==> src/rtl/pbus_pkg.sv <==
`timescale 1ns/1ps
package pbus_pkg;

    localparam int PA_W  = 24;
    localparam int DW    = 16;
    localparam int LANE  = 8;

    typedef enum logic [1:0] {
        PH_IDLE = 2'd0,
        PH_ADDR = 2'd1,
        PH_DATA = 2'd2,
        PH_HOLD = 2'd3
    } phase_e;

    // Data-phase view of a transfer: what the lane logic needs.
    typedef struct packed {
        logic          word;
        logic          odd;
        logic          write;
        logic [DW-1:0] wdata;
    } dphase_t;

    // Active-high lane use, {high, low}.
    function automatic logic [1:0] lane_use(input logic word, input logic odd);
        return {word | odd, word | ~odd};
    endfunction

    function automatic logic [DW-1:0] align_read(input dphase_t d, input logic [DW-1:0] bus);
        logic [DW-1:0] r;
        if (d.word)     r = bus;
        else if (d.odd) r = {{(DW-LANE){1'b0}}, bus[DW-1:LANE]};
        else            r = {{(DW-LANE){1'b0}}, bus[LANE-1:0]};
        return r;
    endfunction

endpackage

==> src/rtl/pbus_aphase.sv <==
`timescale 1ns/1ps
module pbus_aphase
    import pbus_pkg::*;
#(
    parameter int ADDR_W = PA_W
) (
    input  logic              clk,
    input  logic              rst,
    input  logic              load,
    input  logic [ADDR_W-1:0] addr,
    input  logic              word,
    input  logic              write,
    input  logic              mem,
    input  logic              data,
    output logic [ADDR_W-1:1] addr_q,
    output logic              be_hi_n,
    output logic              be_lo_n,
    output logic              wr_q,
    output logic              dc_q,
    output logic              mio_q,
    output logic              ads_n
);

    logic [1:0] use_w;
    assign use_w = lane_use(word, addr[0]);

    always_ff @(posedge clk) begin
        if (rst) begin
            addr_q  <= '0;
            be_hi_n <= 1'b1;
            be_lo_n <= 1'b1;
            wr_q    <= 1'b0;
            dc_q    <= 1'b0;
            mio_q   <= 1'b0;
            ads_n   <= 1'b1;
        end else begin
            ads_n <= ~load;
            if (load) begin
                addr_q  <= addr[ADDR_W-1:1];
                be_hi_n <= ~use_w[1];
                be_lo_n <= ~use_w[0];
                wr_q    <= write;
                dc_q    <= data;
                mio_q   <= mem;
            end
        end
    end

endmodule

==> src/rtl/pbus_lane.sv <==
`timescale 1ns/1ps
module pbus_lane
    import pbus_pkg::*;
(
    input  dphase_t       cur,
    input  logic [DW-1:0] din,
    output logic [DW-1:0] dout,
    output logic [DW-1:0] rd_align
);

    localparam int NLANE = DW / LANE;

    // Bytes are replicated on every lane; words pass straight through.
    for (genvar g = 0; g < NLANE; g++) begin : g_lane
        assign dout[g*LANE +: LANE] = cur.word ? cur.wdata[g*LANE +: LANE]
                                               : cur.wdata[LANE-1:0];
    end

    assign rd_align = align_read(cur, din);

endmodule

==> src/rtl/pbus_seq.sv <==
`timescale 1ns/1ps
module pbus_seq
    import pbus_pkg::*;
(
    input  logic    clk,
    input  logic    rst,
    input  logic    req_valid,
    input  logic    req_locked,
    input  dphase_t req_dp,
    input  logic    ready_n,
    input  logic    na_n,
    input  logic    hold,
    output logic    accept,
    output logic    done,
    output logic    in_data,
    output logic    lock_q,
    output logic    hlda,
    output dphase_t cur
);

    phase_e  ph;
    logic    pend;
    dphase_t nxt;

    logic boundary, lock_cont, start_b, grant, pipe;

    always_comb begin
        in_data   = (ph == PH_DATA);
        done      = in_data & ~ready_n;
        boundary  = (ph == PH_IDLE) | (done & ~pend);
        lock_cont = lock_q & req_valid & req_locked;
        start_b   = boundary & (lock_cont | (~hold & req_valid));
        grant     = boundary & ~lock_cont & hold;
        pipe      = in_data & ~done & ~pend & ~na_n & req_valid & ~hold
                    & (req_locked == lock_q);
        accept    = start_b | pipe;
        hlda      = (ph == PH_HOLD);
    end

    always_ff @(posedge clk) begin
        if (rst) begin
            ph     <= PH_IDLE;
            pend   <= 1'b0;
            lock_q <= 1'b0;
            cur    <= '0;
            nxt    <= '0;
        end else if (start_b) begin
            cur    <= req_dp;
            ph     <= PH_ADDR;
            lock_q <= req_locked;
        end else if (grant) begin
            ph     <= PH_HOLD;
            lock_q <= 1'b0;
        end else if (boundary) begin
            ph     <= PH_IDLE;
            lock_q <= 1'b0;
        end else begin
            case (ph)
                PH_ADDR: ph <= PH_DATA;
                PH_HOLD: if (!hold) ph <= PH_IDLE;
                PH_DATA: begin
                    if (done) begin
                        cur  <= nxt;
                        pend <= 1'b0;
                    end else if (pipe) begin
                        nxt  <= req_dp;
                        pend <= 1'b1;
                    end
                end
                default: ph <= PH_IDLE;
            endcase
        end
    end

endmodule

==> src/rtl/pbus_ctrl.sv <==
`timescale 1ns/1ps
module pbus_ctrl
    import pbus_pkg::*;
(
    input  logic            clk,
    input  logic            rst,
    input  logic            req_valid,
    input  logic [PA_W-1:0] req_addr,
    input  logic            req_word,
    input  logic            req_write,
    input  logic            req_mem,
    input  logic            req_data,
    input  logic            req_lock,
    input  logic [DW-1:0]   req_wdata,
    output logic            req_accept,
    output logic            rsp_valid,
    output logic [DW-1:0]   rsp_rdata,
    output logic [PA_W-1:1] addr_o,
    output logic            be_hi_n,
    output logic            be_lo_n,
    output logic            wr_o,
    output logic            dc_o,
    output logic            mio_o,
    output logic            ads_n,
    output logic            lock_n,
    input  logic            ready_n,
    input  logic            na_n,
    input  logic            hold,
    output logic            hlda,
    output logic            addr_oe,
    output logic [DW-1:0]   dat_o,
    output logic            dat_oe,
    input  logic [DW-1:0]   dat_i
);

    dphase_t req_dp, cur;
    logic    done, in_data, lock_q;
    logic [DW-1:0] rd_align;

    assign req_dp = '{word: req_word, odd: req_addr[0], write: req_write, wdata: req_wdata};

    pbus_seq u_seq (
        .clk        (clk),
        .rst        (rst),
        .req_valid  (req_valid),
        .req_locked (req_lock),
        .req_dp     (req_dp),
        .ready_n    (ready_n),
        .na_n       (na_n),
        .hold       (hold),
        .accept     (req_accept),
        .done       (done),
        .in_data    (in_data),
        .lock_q     (lock_q),
        .hlda       (hlda),
        .cur        (cur)
    );

    pbus_aphase #(.ADDR_W(PA_W)) u_aph (
        .clk     (clk),
        .rst     (rst),
        .load    (req_accept),
        .addr    (req_addr),
        .word    (req_word),
        .write   (req_write),
        .mem     (req_mem),
        .data    (req_data),
        .addr_q  (addr_o),
        .be_hi_n (be_hi_n),
        .be_lo_n (be_lo_n),
        .wr_q    (wr_o),
        .dc_q    (dc_o),
        .mio_q   (mio_o),
        .ads_n   (ads_n)
    );

    pbus_lane u_lane (
        .cur      (cur),
        .din      (dat_i),
        .dout     (dat_o),
        .rd_align (rd_align)
    );

    assign lock_n  = ~lock_q;
    assign addr_oe = ~hlda;
    assign dat_oe  = in_data & cur.write;

    always_ff @(posedge clk) begin
        if (rst) begin
            rsp_valid <= 1'b0;
            rsp_rdata <= '0;
        end else begin
            rsp_valid <= done;
            if (done && !cur.write) rsp_rdata <= rd_align;
        end
    end

endmodule

==> config.mk <==
export PLATFORM = sky130hd
export DESIGN_NAME = pbus_ctrl
export DESIGN_NICKNAME = d
export VERILOG_FILES = /design/src/rtl/pbus_pkg.sv /design/src/rtl/pbus_aphase.sv /design/src/rtl/pbus_lane.sv /design/src/rtl/pbus_seq.sv /design/src/rtl/pbus_ctrl.sv
export SDC_FILE = /design/constraint.sdc
export NUM_CORES = 1
export LEC_CHECK = 0
export BUFFER_PORTS_ARGS = -buffer_cell sky130_fd_sc_hd__buf_2
export CORE_MARGIN = 2
export CORE_UTILIZATION = 55
export CTS_CLUSTER_SIZE = 16
export DETAILED_ROUTE_END_ITERATION = 7
export PLACE_DENSITY = 0.85
export SLEW_MARGIN = 20
export SYNTH_ARGS = -nofsm -noshare
export SYNTH_HDL_FRONTEND = slang
export SYNTH_HIERARCHICAL = 1
export SYNTH_SLANG_ARGS = --single-unit
==> constraint.sdc <==
create_clock -name clk -period 5.1 [get_ports clk]
set_input_delay 0.255 -clock clk [delete_from_list [all_inputs] [get_ports clk]]
set_output_delay 0.255 -clock clk [all_outputs]
set_load 0.01 [all_outputs]
==> results.yml <==
outcome:
  status: "finished clean"
setup_path:
  path_delay_family: "simple AND/OR/NAND/NOR gates"
  cp-start-kind: "input pin"
  worst_path_most_repeated_cell: "buf_2"
  crit_path_max_fanout: 32
  crit-reg2reg-launch: "u_seq/ph[1]"
  cp.required_ps: 4850
  endpoint_kind: "output port"
  crit_arrival_ps: 2730
  slowest_stage: "or2_2"
  critPathBufInv: 3
  path_cells: "buf_2 -> or3b_2 -> nor4_4 -> buf_4 -> or2_2 -> buf_2"
  startpoint: "req_valid"
  slowest_delay_ps: 760
  critPathKind: "input pin to output port"
hold_path:
  hp-start: "req_addr[6]"
  hp-class: "input pin to flop"
global_routing:
  grt_pass1_wl_mm: 15.5
  busiest_layer: "met2"
  grt_start_max_net_pins: 67
  grt_use_met2_pct: 36.1
  grtUsageMet3_pct: 3.20
  met1_usage_pct: 30.0
  gr-total-overflow: 0
  first_global_vias: 3279
  grt_antenna_before_repair: 0
  track_usage_pct: 22.6
clocking:
  clock_path_buffers: 2
  post_cts_resized: 0
  cts.htree.levels: 3
  clkTransAtPathRegs_ps: 90
  clk_latency_ps: 340
  cts-root-buf: "clkbuf_8"
  cts_tree: "built"
  cts.sinks: 88
  cts_buffers: 9
  ctsHoldBuffers: 0
  post_cts_buffers: 0
synth:
  synth_edf_count: 0
  synth-main-ff-cell: "dfxtp_1"
  synthArstFlopShare_pct: 0
  synth.avg_cell_area_um2: 9.85
  synth_seq_cells: 88
  synth.yosys.seq_area_share_pct: 41.1
  syn_area_um2: 4280
  syn_inst: 435
  synth.distinct_cells: 43
  syn_nets: 502
  synth_warnings: 6
timing:
  hold_viol: 0
  max_slew.worst_pin.slew_ps: 1000
  finalSetupViolCount: 0
  slew_headroom_pct: 33.1
  tns_ps: 0
  fin_crit_ps: 2980
  max_freq_mhz: 335
  slew_violations: 0
  finClkSkew_ps: 6.05
  period_share_pct: 58.5
  rsz0062_at_grt: "false"
floorplan:
  chipWidth_um: 92.2
  io_pins: 134
  dieArea_um2: 8510
  initial_core_util_pct: 56.0
  core-area_um2: 7650
  die_h_um: 92.2
  num_rows: 32
route:
  vias: 3501
  drc_errors: 0
  wl_per_cell_um: 15.1
  first_iter_violations: 168
  first_pass_iters: 4
  wl_mm: 9.76
  ant_nets: 0
  viasPerCell: 5.42
placement:
  place_area_um2: 4820
  gp_congestion: 0.802
  dp_hpwl_mm: 6.54
  io_buffers: 133
cells_and_area:
  fillers: 649
  post-route-util_pct: 65.9
  nets: 606
  insertedDiodeCount: 0
  drive_above_1_share_pct: 34.9
  area_delta_synth_final_pct: 17.7
  postLayoutCellArea_um2: 5040
power_and_ir_drop:
  p_per_area_nw_per_um2: 297
  power.total_mw: 1.50
  switchingPower_mw: 0.396
  vdd_drop_max_mv: 0.157
  swShare_pct: 26.4
  seq_power_share_pct: 49.5
  p_int_mw: 1.10
  p_leak_nw: 2.13
  combPwrFrac_pct: 15.4
  clockPowerShare_pct: 35.1
run:
  maxCapViolCount: 0
==> power groups by stage <==
stage                     Combinational (mW)  Clock [mW]  Sequential, mW
after floorplan                        0.161           0           0.756
after global placement                 0.224           0           0.755
after detailed placement               0.230           0           0.757
after CTS                              0.231       0.536           0.741
after global routing                   0.252       0.569           0.746
final                                  0.231       0.525           0.741
==> cell usage after synthesis, types with 4 or more instances <==
cell type | n | share of area, %
a21oi_1 | 20 | 2.3
and2_1 | 10 | 1.5
buf_2 | 4 | 0.47
buf_4 | 12 | 2.1
buf_6 | 6 | 1.6
clkbuf_1 | 17 | 1.5
dfxtp_1 | 88 | 41
inv_1 | 8 | 0.70
mux2_2 | 8 | 2.1
mux2_4 | 8 | 2.8
mux2i_1 | 64 | 15
nand2_1 | 42 | 3.7
nand2b_1 | 37 | 5.4
nand4bb_1 | 16 | 4.2
nor2_1 | 28 | 2.5
o21ai_0 | 9 | 1.1
o21ai_2 | 10 | 2.0
o41ai_1 | 19 | 3.9
==> registers in the layout (all words and copies together), names as in the netlist <==
signal / flops
u_aph/addr_q: 23
u_seq/cur: 19
u_seq/nxt: 19
rsp_rdata: 16
u_seq/ph: 2
rsp_valid: 1
u_aph/ads_n: 1
u_aph/be_hi_n: 1
u_aph/be_lo_n: 1
u_aph/dc_q: 1
u_aph/mio_q: 1
u_aph/wr_q: 1
u_seq/lock_q: 1
u_seq/pend: 1
==> layout by cell type, fill, tap and decap left out, types with 2 or more instances in the layout <==
cell type,count
nand2_1,42
mux2_4,8
mux2i_1,64
nand4bb_1,16
dfxtp_1,88
inv_1,8
nand2b_1,37
o41ai_1,19
mux2_2,8
clkbuf_8,9
buf_4,5
nor4b_1,2
nor2_1,28
a21oi_1,20
nor2b_1,2
o21ai_2,10
bufinv_16,2
and2_1,10
clkinv_2,2
o21ai_0,9
buf_2,133
==> logic make-up (layout without fill, tap and decap cells) <==
group           count (synthesis)  count (layout)  share of synthesized area, %
simple gates                  147             147                          20.1
mux                            80              80                          19.9
buf+inv                        53             162                          7.83
xor+xnor                        1               1                         0.205
compound gates                 66              66                          10.8
flops                          88              88                          41.1
==> stage by stage <==
| stage | std cells | setup WS [ps] | hold slack, ps |
|---|---|---|---|
| 2_1_floorplan | 435 | 3200 | 324 |
| 3_3_place_gp | 630 | 2140 | 443 |
| 3_5_place_dp | 630 | 2120 | 450 |
| 4_1_cts | 646 | 2120 | 130 |
| 5_1_grt | 646 | 1950 | 142 |
| 6_report | 646 | 2120 | 144 |
==> final timing paths <==
| check | cells past startpoint | slack (ps) | to |
|---|---|---|---|
| worst max-delay path | 6 | 2120 | req_accept |
| worst max register to register | 6 | 2540 | u_aph/addr_q[14] |
| worst min-delay path | 3 | 140 | u_aph/addr_q[6] |
| worst min register to register | 2 | 460 | u_seq/nxt[0] |
==> per-layer routing <==
layer  wire (um)  part of all wire, %
met5           0                    0
met2        4640                   48
met4         205                  2.1
met1        4350                   45
met3         566                  5.8
==> worst reg2reg max path: stages, from the launching register on <==
cell,delay [ps]
dfxtp_1,430
nand2b_1,190
nor4_4,290
buf_4,360
or2_2,770
mux2i_1,300
nor2_1,70
==> cell type report <==
type / count / area (um2) / area share (%)
clock buffers: 9 / 124 / 2.46
multi-input cells: 294 / 2200 / 43.6
well taps: 102 / 128 / 2.53
inverters: 8 / 30.0 / 0.596
repair buffers: 138 / 703 / 14.0
flip-flops and latches: 88 / 1760 / 35.0
clock inverters: 7 / 95.1 / 1.89
(Power assumes the default switching activity.)
